==> src/rtl/tw_pkg.sv <==
package tw_pkg;
  typedef enum logic [1:0] {PH_IDLE, PH_ADDR, PH_WRITE, PH_READ} phase_e;
  localparam logic [7:0] STAT_ADDR = 8'h82;
  localparam int THR_IDX = 11;
  localparam int ADC_W = 7;
endpackage

==> src/rtl/tw_sync.sv <==
module tw_sync #(
  parameter int N = 3,
  parameter int STAGES = 2
) (
  input  logic         clk,
  input  logic         rst_n,
  input  logic [N-1:0] pin_i,
  output logic [N-1:0] lvl_o,
  output logic [N-1:0] rise_o,
  output logic [N-1:0] fall_o
);
  localparam int DEPTH = STAGES + 1;
  logic [N-1:0] chain_q [DEPTH];

  always_ff @(posedge clk or negedge rst_n) begin
    if (!rst_n) begin
      for (int k = 0; k < DEPTH; k++) chain_q[k] <= '0;
    end else begin
      chain_q[0] <= pin_i;
      for (int k = 1; k < DEPTH; k++) chain_q[k] <= chain_q[k-1];
    end
  end

  assign lvl_o = chain_q[STAGES-1];

  for (genvar g = 0; g < N; g++) begin : g_edge
    assign rise_o[g] = chain_q[STAGES-1][g] & ~chain_q[STAGES][g];
    assign fall_o[g] = ~chain_q[STAGES-1][g] & chain_q[STAGES][g];
  end
endmodule

==> src/rtl/tw_frame.sv <==
module tw_frame
  import tw_pkg::*;
(
  input  logic       clk,
  input  logic       rst_n,
  input  logic       en_lvl,
  input  logic       sclk_rise,
  input  logic       sclk_fall,
  input  logic       sdi_lvl,
  input  logic [7:0] rd_byte_i,
  output logic [7:0] addr_o,
  output logic       wr_stb_o,
  output logic [7:0] wr_data_o,
  output logic       snap_ld_o,
  output logic       sdo_o,
  output logic       oe_o
);
  phase_e     phase_q, phase_d, eff;
  logic [7:0] sh_q, sh_d, addr_q, addr_d, byte_in;
  logic [2:0] bcnt_q, bcnt_d;
  logic       sdo_q, sdo_d;

  function automatic logic [7:0] next_addr(input logic [7:0] a);
    return {a[7], a[6:0] + 7'd1};
  endfunction

  always_comb begin
    eff       = (phase_q == PH_IDLE) ? PH_ADDR : phase_q;
    phase_d   = eff;
    sh_d      = sh_q;
    addr_d    = addr_q;
    bcnt_d    = bcnt_q;
    sdo_d     = sdo_q;
    wr_stb_o  = 1'b0;
    snap_ld_o = 1'b0;
    byte_in   = {sh_q[6:0], sdi_lvl};
    if (!en_lvl) begin
      phase_d = PH_IDLE;
      bcnt_d  = '0;
    end else if (sclk_rise && eff != PH_READ) begin
      sh_d   = byte_in;
      bcnt_d = bcnt_q + 3'd1;
      if (bcnt_q == 3'd7) begin
        if (eff == PH_ADDR) begin
          addr_d    = byte_in;
          snap_ld_o = 1'b1;
          phase_d   = byte_in[7] ? PH_READ : PH_WRITE;
        end else begin
          wr_stb_o = 1'b1;
          addr_d   = next_addr(addr_q);
        end
      end
    end else if (sclk_fall && eff == PH_READ) begin
      sdo_d  = rd_byte_i[~bcnt_q];
      bcnt_d = bcnt_q + 3'd1;
      if (bcnt_q == 3'd7) addr_d = next_addr(addr_q);
    end
  end

  always_ff @(posedge clk or negedge rst_n) begin
    if (!rst_n) begin
      phase_q <= PH_IDLE;
      sh_q    <= '0;
      addr_q  <= '0;
      bcnt_q  <= '0;
      sdo_q   <= 1'b0;
    end else begin
      phase_q <= phase_d;
      sh_q    <= sh_d;
      addr_q  <= addr_d;
      bcnt_q  <= bcnt_d;
      sdo_q   <= sdo_d;
    end
  end

  assign addr_o    = addr_q;
  assign wr_data_o = byte_in;
  assign sdo_o     = sdo_q;
  assign oe_o      = (phase_q == PH_READ);
endmodule

==> src/rtl/tw_regbank.sv <==
module tw_regbank #(
  parameter int NREG = 16
) (
  input  logic            clk,
  input  logic            rst_n,
  input  logic            wr_stb,
  input  logic [7:0]      wr_addr,
  input  logic [7:0]      wr_data,
  output logic [NREG*8-1:0] cfg_o
);
  for (genvar g = 0; g < NREG; g++) begin : g_reg
    logic [7:0] val_q;
    logic       hit;
    assign hit = wr_stb && (wr_addr[6:0] == 7'(g));
    always_ff @(posedge clk or negedge rst_n) begin
      if (!rst_n)   val_q <= '0;
      else if (hit) val_q <= wr_data;
    end
    assign cfg_o[8*g +: 8] = val_q;
  end
endmodule

==> src/rtl/tw_stat.sv <==
module tw_stat
  import tw_pkg::*;
(
  input  logic             clk,
  input  logic             rst_n,
  input  logic             snap_ld,
  input  logic [ADC_W-1:0] adc1_i,
  input  logic [ADC_W-1:0] adc2_i,
  input  logic             hit_i,
  input  logic             low_i,
  input  logic [7:0]       rd_addr,
  output logic [7:0]       rd_byte_o
);
  logic [7:0] lo_q, hi_q;

  always_ff @(posedge clk or negedge rst_n) begin
    if (!rst_n) begin
      lo_q <= '0;
      hi_q <= '0;
    end else if (snap_ld) begin
      lo_q <= {hit_i, adc1_i};
      hi_q <= {low_i, adc2_i};
    end
  end

  always_comb begin
    if (rd_addr == STAT_ADDR)              rd_byte_o = lo_q;
    else if (rd_addr == STAT_ADDR + 8'd1)  rd_byte_o = hi_q;
    else                                   rd_byte_o = '0;
  end
endmodule

==> src/rtl/tw_serial_regs.sv <==
module tw_serial_regs
  import tw_pkg::*;
#(
  parameter int NREG = 16,
  parameter int SYNC_STAGES = 2
) (
  input  logic             clk,
  input  logic             rst_n,
  input  logic             sclk_i,
  input  logic             sdi_i,
  input  logic             sen_i,
  output logic             sdo_o,
  output logic             sdo_oe_o,
  output logic [NREG*8-1:0] cfg_o,
  output logic [3:0]       thr1_o,
  output logic [3:0]       thr2_o,
  input  logic [ADC_W-1:0] adc1_i,
  input  logic [ADC_W-1:0] adc2_i,
  input  logic             win_hit_i,
  input  logic             win_low_i
);
  logic [1:0] rst_q;
  logic       rst_s_n;
  logic [2:0] lvl, rise, fall;
  logic       en_lvl, sclk_fall;
  logic [7:0] addr, wr_data, rd_byte;
  logic       wr_stb, snap_ld;

  always_ff @(posedge clk or negedge rst_n) begin
    if (!rst_n) rst_q <= '0;
    else        rst_q <= {rst_q[0], 1'b1};
  end
  assign rst_s_n = rst_q[1];

  tw_sync #(.N(3), .STAGES(SYNC_STAGES)) u_sync (
    .clk(clk), .rst_n(rst_s_n), .pin_i({sen_i, sdi_i, sclk_i}),
    .lvl_o(lvl), .rise_o(rise), .fall_o(fall)
  );
  assign en_lvl    = lvl[2];
  assign sclk_fall = fall[0];

  tw_frame u_frame (
    .clk(clk), .rst_n(rst_s_n), .en_lvl(en_lvl), .sclk_rise(rise[0]),
    .sclk_fall(sclk_fall), .sdi_lvl(lvl[1]), .rd_byte_i(rd_byte),
    .addr_o(addr), .wr_stb_o(wr_stb), .wr_data_o(wr_data),
    .snap_ld_o(snap_ld), .sdo_o(sdo_o), .oe_o(sdo_oe_o)
  );

  tw_regbank #(.NREG(NREG)) u_bank (
    .clk(clk), .rst_n(rst_s_n), .wr_stb(wr_stb), .wr_addr(addr),
    .wr_data(wr_data), .cfg_o(cfg_o)
  );

  tw_stat u_stat (
    .clk(clk), .rst_n(rst_s_n), .snap_ld(snap_ld), .adc1_i(adc1_i),
    .adc2_i(adc2_i), .hit_i(win_hit_i), .low_i(win_low_i),
    .rd_addr(addr), .rd_byte_o(rd_byte)
  );

  if (THR_IDX < NREG) begin : g_thr
    assign thr1_o = cfg_o[8*THR_IDX+4 +: 4];
    assign thr2_o = cfg_o[8*THR_IDX +: 4];
  end else begin : g_nothr
    assign thr1_o = '0;
    assign thr2_o = '0;
  end
endmodule

==> config.mk <==
export PLATFORM = sky130hd
export DESIGN_NAME = tw_serial_regs
export DESIGN_NICKNAME = d
export VERILOG_FILES = /design/src/rtl/tw_pkg.sv /design/src/rtl/tw_sync.sv /design/src/rtl/tw_frame.sv /design/src/rtl/tw_regbank.sv /design/src/rtl/tw_stat.sv /design/src/rtl/tw_serial_regs.sv
export SDC_FILE = /design/constraint.sdc
export NUM_CORES = 1
export LEC_CHECK = 0
export ABC_CLOCK_PERIOD_IN_PS = 10800
export BUFFER_PORTS_ARGS = -buffer_cell sky130_fd_sc_hd__buf_2
export CORE_MARGIN = 4
export CORE_UTILIZATION = 40
export CTS_BUF_LIST = sky130_fd_sc_hd__clkbuf_4 sky130_fd_sc_hd__clkbuf_8
export DETAILED_ROUTE_END_ITERATION = 8
export HOLD_SLACK_MARGIN = 0.06
export MAX_ROUTING_LAYER = met4
export SKIP_LAST_GASP = 1
export SLEW_MARGIN = 20
export SYNTH_ARGS = -nofsm -noshare
export SYNTH_HDL_FRONTEND = slang
export SYNTH_HIERARCHICAL = 1
export SYNTH_SLANG_ARGS = --single-unit
==> constraint.sdc <==
create_clock -name clk -period 10.8 [get_ports clk]
set_clock_uncertainty 0.2 [all_clocks]
set_input_delay 1.08 -clock clk [delete_from_list [all_inputs] [get_ports clk]]
set_output_delay 1.08 -clock clk [all_outputs]
set_load 0.01 [all_outputs]
# After elaboration in Yosys (flattened, before gate mapping)

Cells that the tools add are included.
Widths: inputs -> output; s select.

Reductions and logical operators: 25
Eq/ne operators: 27
Add/sub/neg operators: 2
Bitwise logic cells: 6
Multiplexer cells: 26
Magnitude comparators: 1

Operators with widths:

| kind                | count |
|---|---|
| $eq 7x4->1 const B  | 8 |
| $mux 8              | 6 |
| $eq 7x3->1 const B  | 4 |
| $logic_and 1x1->1   | 18 |
| $eq 8x8->1 const B  | 2 |
| $eq 7x2->1 const B  | 2 |
| $mux 1              | 10 |
| $mux 2              | 5 |
| $mux 3              | 3 |
| $ne 2x2->1 const B  | 4 |
| $add 7x1->7 const B | 1 |
| $eq 7x1->1 const B  | 1 |
| $logic_not 7->1     | 1 |
| $mux 7              | 1 |
| $reduce_and 6->1    | 1 |
| $eq 2x2->1 const B  | 2 |
| $lt 3x4->1 const B  | 1 |
| $reduce_and 4->1    | 1 |
| $add 3x1->3 const B | 1 |
| $bmux 1 s3          | 1 |
| $eq 3x3->1 const B  | 1 |
| $ne 3x1->1 const B  | 1 |
| $not 1->1           | 3 |
| $not 3->3           | 1 |
| 7 further kinds     | 8 |

Flip-flop bits (word level): 174
Input bits: 21
Output and inout bits: 138

# Depth between registers and ports, before layout

Depth after elaboration: 8
Mapped depth: 8
Gate-level depth less buffers: 7

# Cells and area by module

Netlist, hierarchy kept.

Modules (own cells, without submodules):

| module         | sequential area each (µm²) | instances | area each (µm²) | cells an instance |
|---|---|---|---|---|
| tw_regbank     | 3,203.1                    | 1         | 4,958.5         | 294 |
| tw_frame       | 525.5                      | 1         | 1,127.3         | 104 |
| tw_stat        | 400.4                      | 1         | 800.8           | 55 |
| tw_sync        | 225.2                      | 1         | 285.3           | 18 |
| tw_serial_regs | 50.0                       | 1         | 113.9           | 11 |

# Worst setup path before layout

Ideal clock, no wire load.

Kind: flip-flop to flip-flop
Start: register u_frame.bcnt_q[0]
End: register u_bank.g_reg[14].val_q[0]
Data arrival time: 2,440 ps
Clock period less this slack: 2,765 ps
Setup time: 125 ps
Path buffers: 1
Setup slack: 8,035 ps
Data required time: 10,475 ps
Stages on the path, launching flop included: 9
Cells stage by stage: dfrtp_1 > ha_1 > ha_1 > nand2_1 > nor3_1 > or4b_1 > buf_6 > nor4b_4 > mux2_2

Word-level cells in the longest chain between the ends: 5

Ends and longest elaborated chain:

| item                     | RTL line             | text |
|---|---|---|
| start: declaration       | tw_frame.sv:20       | `logic [2:0] bcnt_q, bcnt_d;` |
| start signal: assignment | tw_frame.sv:71       | `bcnt_q <= bcnt_d;` |
| $eq 3x3->1               | tw_frame.sv:43       | `if (bcnt_q == 3'd7) begin` |
| $mux 1                   | tw_frame.sv:43       |  |
| $mux 1                   | tw_frame.sv:40       | `end else if (sclk_rise && eff != PH_READ) begin` |
| $mux 1                   | tw_frame.sv:37       | `if (!en_lvl) begin` |
| net wr_stb               | tw_serial_regs.sv:27 | `logic wr_stb, snap_ld;` |
| $logic_and 1x1->1        | tw_regbank.sv:14     | `assign hit = wr_stb && (wr_addr[6:0] == 7'(g));` |
| end signal: assignment   | tw_regbank.sv:17     | `else if (hit) val_q <= wr_data;` |
| end: declaration         | tw_regbank.sv:12     | `logic [7:0] val_q;` |

The timed path passes the listed nets, and every way through them passes these cells.
A chain may end at the register's enable or synchronous reset.

# Worst setup path after layout

Start: register u_frame.bcnt_q[1]
End: register u_bank.g_reg[15].val_q[5]

Word-level cells in the longest chain between the ends: 5

Ends and longest elaborated chain:

| item                   | RTL line |
|---|---|
| $eq 3x3->1             | tw_frame.sv:43 |
| $mux 1                 | tw_frame.sv:43 |
| $mux 1                 | tw_frame.sv:40 |
| $mux 1                 | tw_frame.sv:37 |
| net wr_stb             | tw_serial_regs.sv:27 |
| $logic_and 1x1->1      | tw_regbank.sv:14 |
| end signal: assignment | tw_regbank.sv:17 |
| end: declaration       | tw_regbank.sv:12 |

The timed path passes the listed nets, and every way through them passes these cells.

==> qor.txt <==
Status: completed
# rows: 48
Reg2reg end: u_bank/g_reg[15].val_q[5]
IO Port Bufs: 158
VDD IR max: 73.1 µV
Int Pwr: 912 µW
Net Sw Frac: 0.266
Min-Delay Path Class: reg2async
RSZ-0062 raised after global routing: no
Min Tclk post-route: 3.46 ns
Reg2reg start: u_frame/bcnt_q[1]
WHS: 0.115 ns
Ys Warns: 6
Leak Pwr: 0.00459 µW
Bufs on Longest Clock Path: 2
Clock power share: 0.372
Initial DRT Pass Iterations: 4
Sw Pwr: 331 µW
Maximum net fanout on the critical path: 8
CTS tree: yes
R2R cell count: 7
# H-tree levels: 4
Startpoint types: register
Worst path most repeated cell: ha_1
Commonest non-fill, non-tap cell in the layout: dfrtp_1
Setup bufs post-CTS: 0
Largest net degree at the start of global routing: 71
Num CTS Buffers: 17
Crit path DAT: 3.59 ns
Req. time, crit path: 10.94 ns
Mean area per synthesized cell: 15.2 µm²
Seq pwr share: 0.600
Multi-input gate area: 0.00263 mm²
Core area: 0.0175 mm²
Fin nets: 645
RD Place Congestion: 0.787
WP buf/inv: 0
Max cap viols: 0
Area grow syn2layout: 18.1%
Filler instances: 1540
Pwr Density: 146 mW/mm²
Slew Viols, Final: 0
Die width: 142 µm
Setup CP Type: reg2reg
Combinational share of power: 0.027
Die Height: 142 µm
Post-route DRC: 0
Post-synthesis cell area: 0.00720 mm²
Fmax: 0.289 GHz
Commonest cells after routing, fill and taps aside: 173 x dfrtp_1, 158 x buf_2, 150 x mux2_2
Worst-margin pin slew: 0.892 ns
Grt ovf: 0
Global-route wire length before repair: 27100 µm
Vias: 4361
Post-cts repair resize count: 0
Dpl hpwl: 11300 µm
# diodes: 0
TNS Setup: 0 ns
Clock sinks: 174
Initial antenna violation count: 0
CTS root buf: clkbuf_8
Iteration-0 DRC Markers: 198
Initial core utilization: 0.412
Seq. cell area: 0.00436 mm²
Max_slew headroom: 0.406
Kind of cell adding the most delay to the critical path: simple AND/OR/NAND/NOR gates
Critical path cell sequence: ha_1 -> ha_1 -> nand2_1 -> nor3_1 -> or4b_1 -> nor3_2 -> mux2_2
R2r setup slk: 7.34 ns
Crit path from: u_frame/bcnt_q[1]
Clock transition at path regs: 0.09 ns
Cts hold-fix bufs: 0
Number of I/O pins: 159
Post-Syn Instances: 475
Vias in the first global route: 4759
Post-Syn Nets: 499
Share of cells above drive strength 1: 0.582
Final WL: 16700 µm
Setup Viol. Count Final: 0
Worst path slowest cell: or4b_1
ANT nets after route: 0
CP peak stage delay: 0.77 ns
Die area: 0.0202 mm²
Tcrit/Tclk final: 0.320
Worst-Skew Late Latency: 0.45 ns
GRT Util Overall: 0.179
Drt wl/cell: 19.4 µm
Fin. Hold Viols: 0
CP endpoint kind: register
Drt via density: 5.08
-- power by group through the flow --
stage	registers, µW	clock network [µW]	logic, µW
2_1_floorplan	703	0	41.2
3_3_place_gp	760	0	33.7
3_5_place_dp	762	0	35.0
4_1_cts	750	476	35.2
5_1_grt	755	504	39.7
6_report	746	463	34.1
-- per-layer routing --
layer  GRT usage  wire length [µm]  vias up
met5           -                 0        -
met4      0.0525               272        0
met3      0.0618              1060       22
met2       0.278              8250      100
met1       0.223              7100     2259
li1            -                 -     1980
-- stage by stage --
step / utilization / worst slack, ns / power [µW] / area (µm²) / cells
after floorplan: - / 5.39 / 744 / 7200 / 475
after global placement: 0.463 / 7.40 / 794 / 8100 / 827
after detailed placement: 0.463 / 7.33 / 797 / 8100 / 827
after CTS: 0.487 / 7.32 / 1260 / 8500 / 859
after global routing: 0.487 / 7.14 / 1300 / 8500 / 859
final: 0.487 / 7.34 / 1240 / 8500 / 859
-- how the worst max path moves through the flow --
| stage | cells past startpoint | end | slack, ns |
|---|---|---|---|
| after floorplan | 0 | u_bank/g_reg[0].val_q[0] | 5.39 |
| after global placement | 7 | u_bank/g_reg[15].val_q[1] | 7.40 |
| after detailed placement | 7 | u_bank/g_reg[15].val_q[4] | 7.33 |
| after CTS | 7 | u_bank/g_reg[15].val_q[5] | 7.32 |
| after global routing | 7 | u_bank/g_reg[15].val_q[3] | 7.14 |
| final | 7 | u_bank/g_reg[15].val_q[5] | 7.34 |
-- flip-flops by register name, summed over array words and instances (netlist names) --
register / flops
u_sync/chain_q: 4
u_frame/phase_q: 2
u_sync/lvl_o: 3
u_stat/hi_q: 8
u_frame/bcnt_q: 3
u_frame/sdo_o: 1
u_bank/g.val_q: 128
u_frame/addr_o: 8
rst_q: 2
u_stat/lo_q: 8
u_frame/sh_q: 7
-- cell type report --
class                           instances  area share
Inverter                                4     0.00177
Multi-Input combinational cell        263       0.309
Sequential cell                       174       0.512
Clock buffer                           23      0.0350
Clock inverter                          9      0.0131
Timing Repair Buffer                  161      0.0956
Tap cell                              225      0.0331
Power figures use the tool's default switching activity.
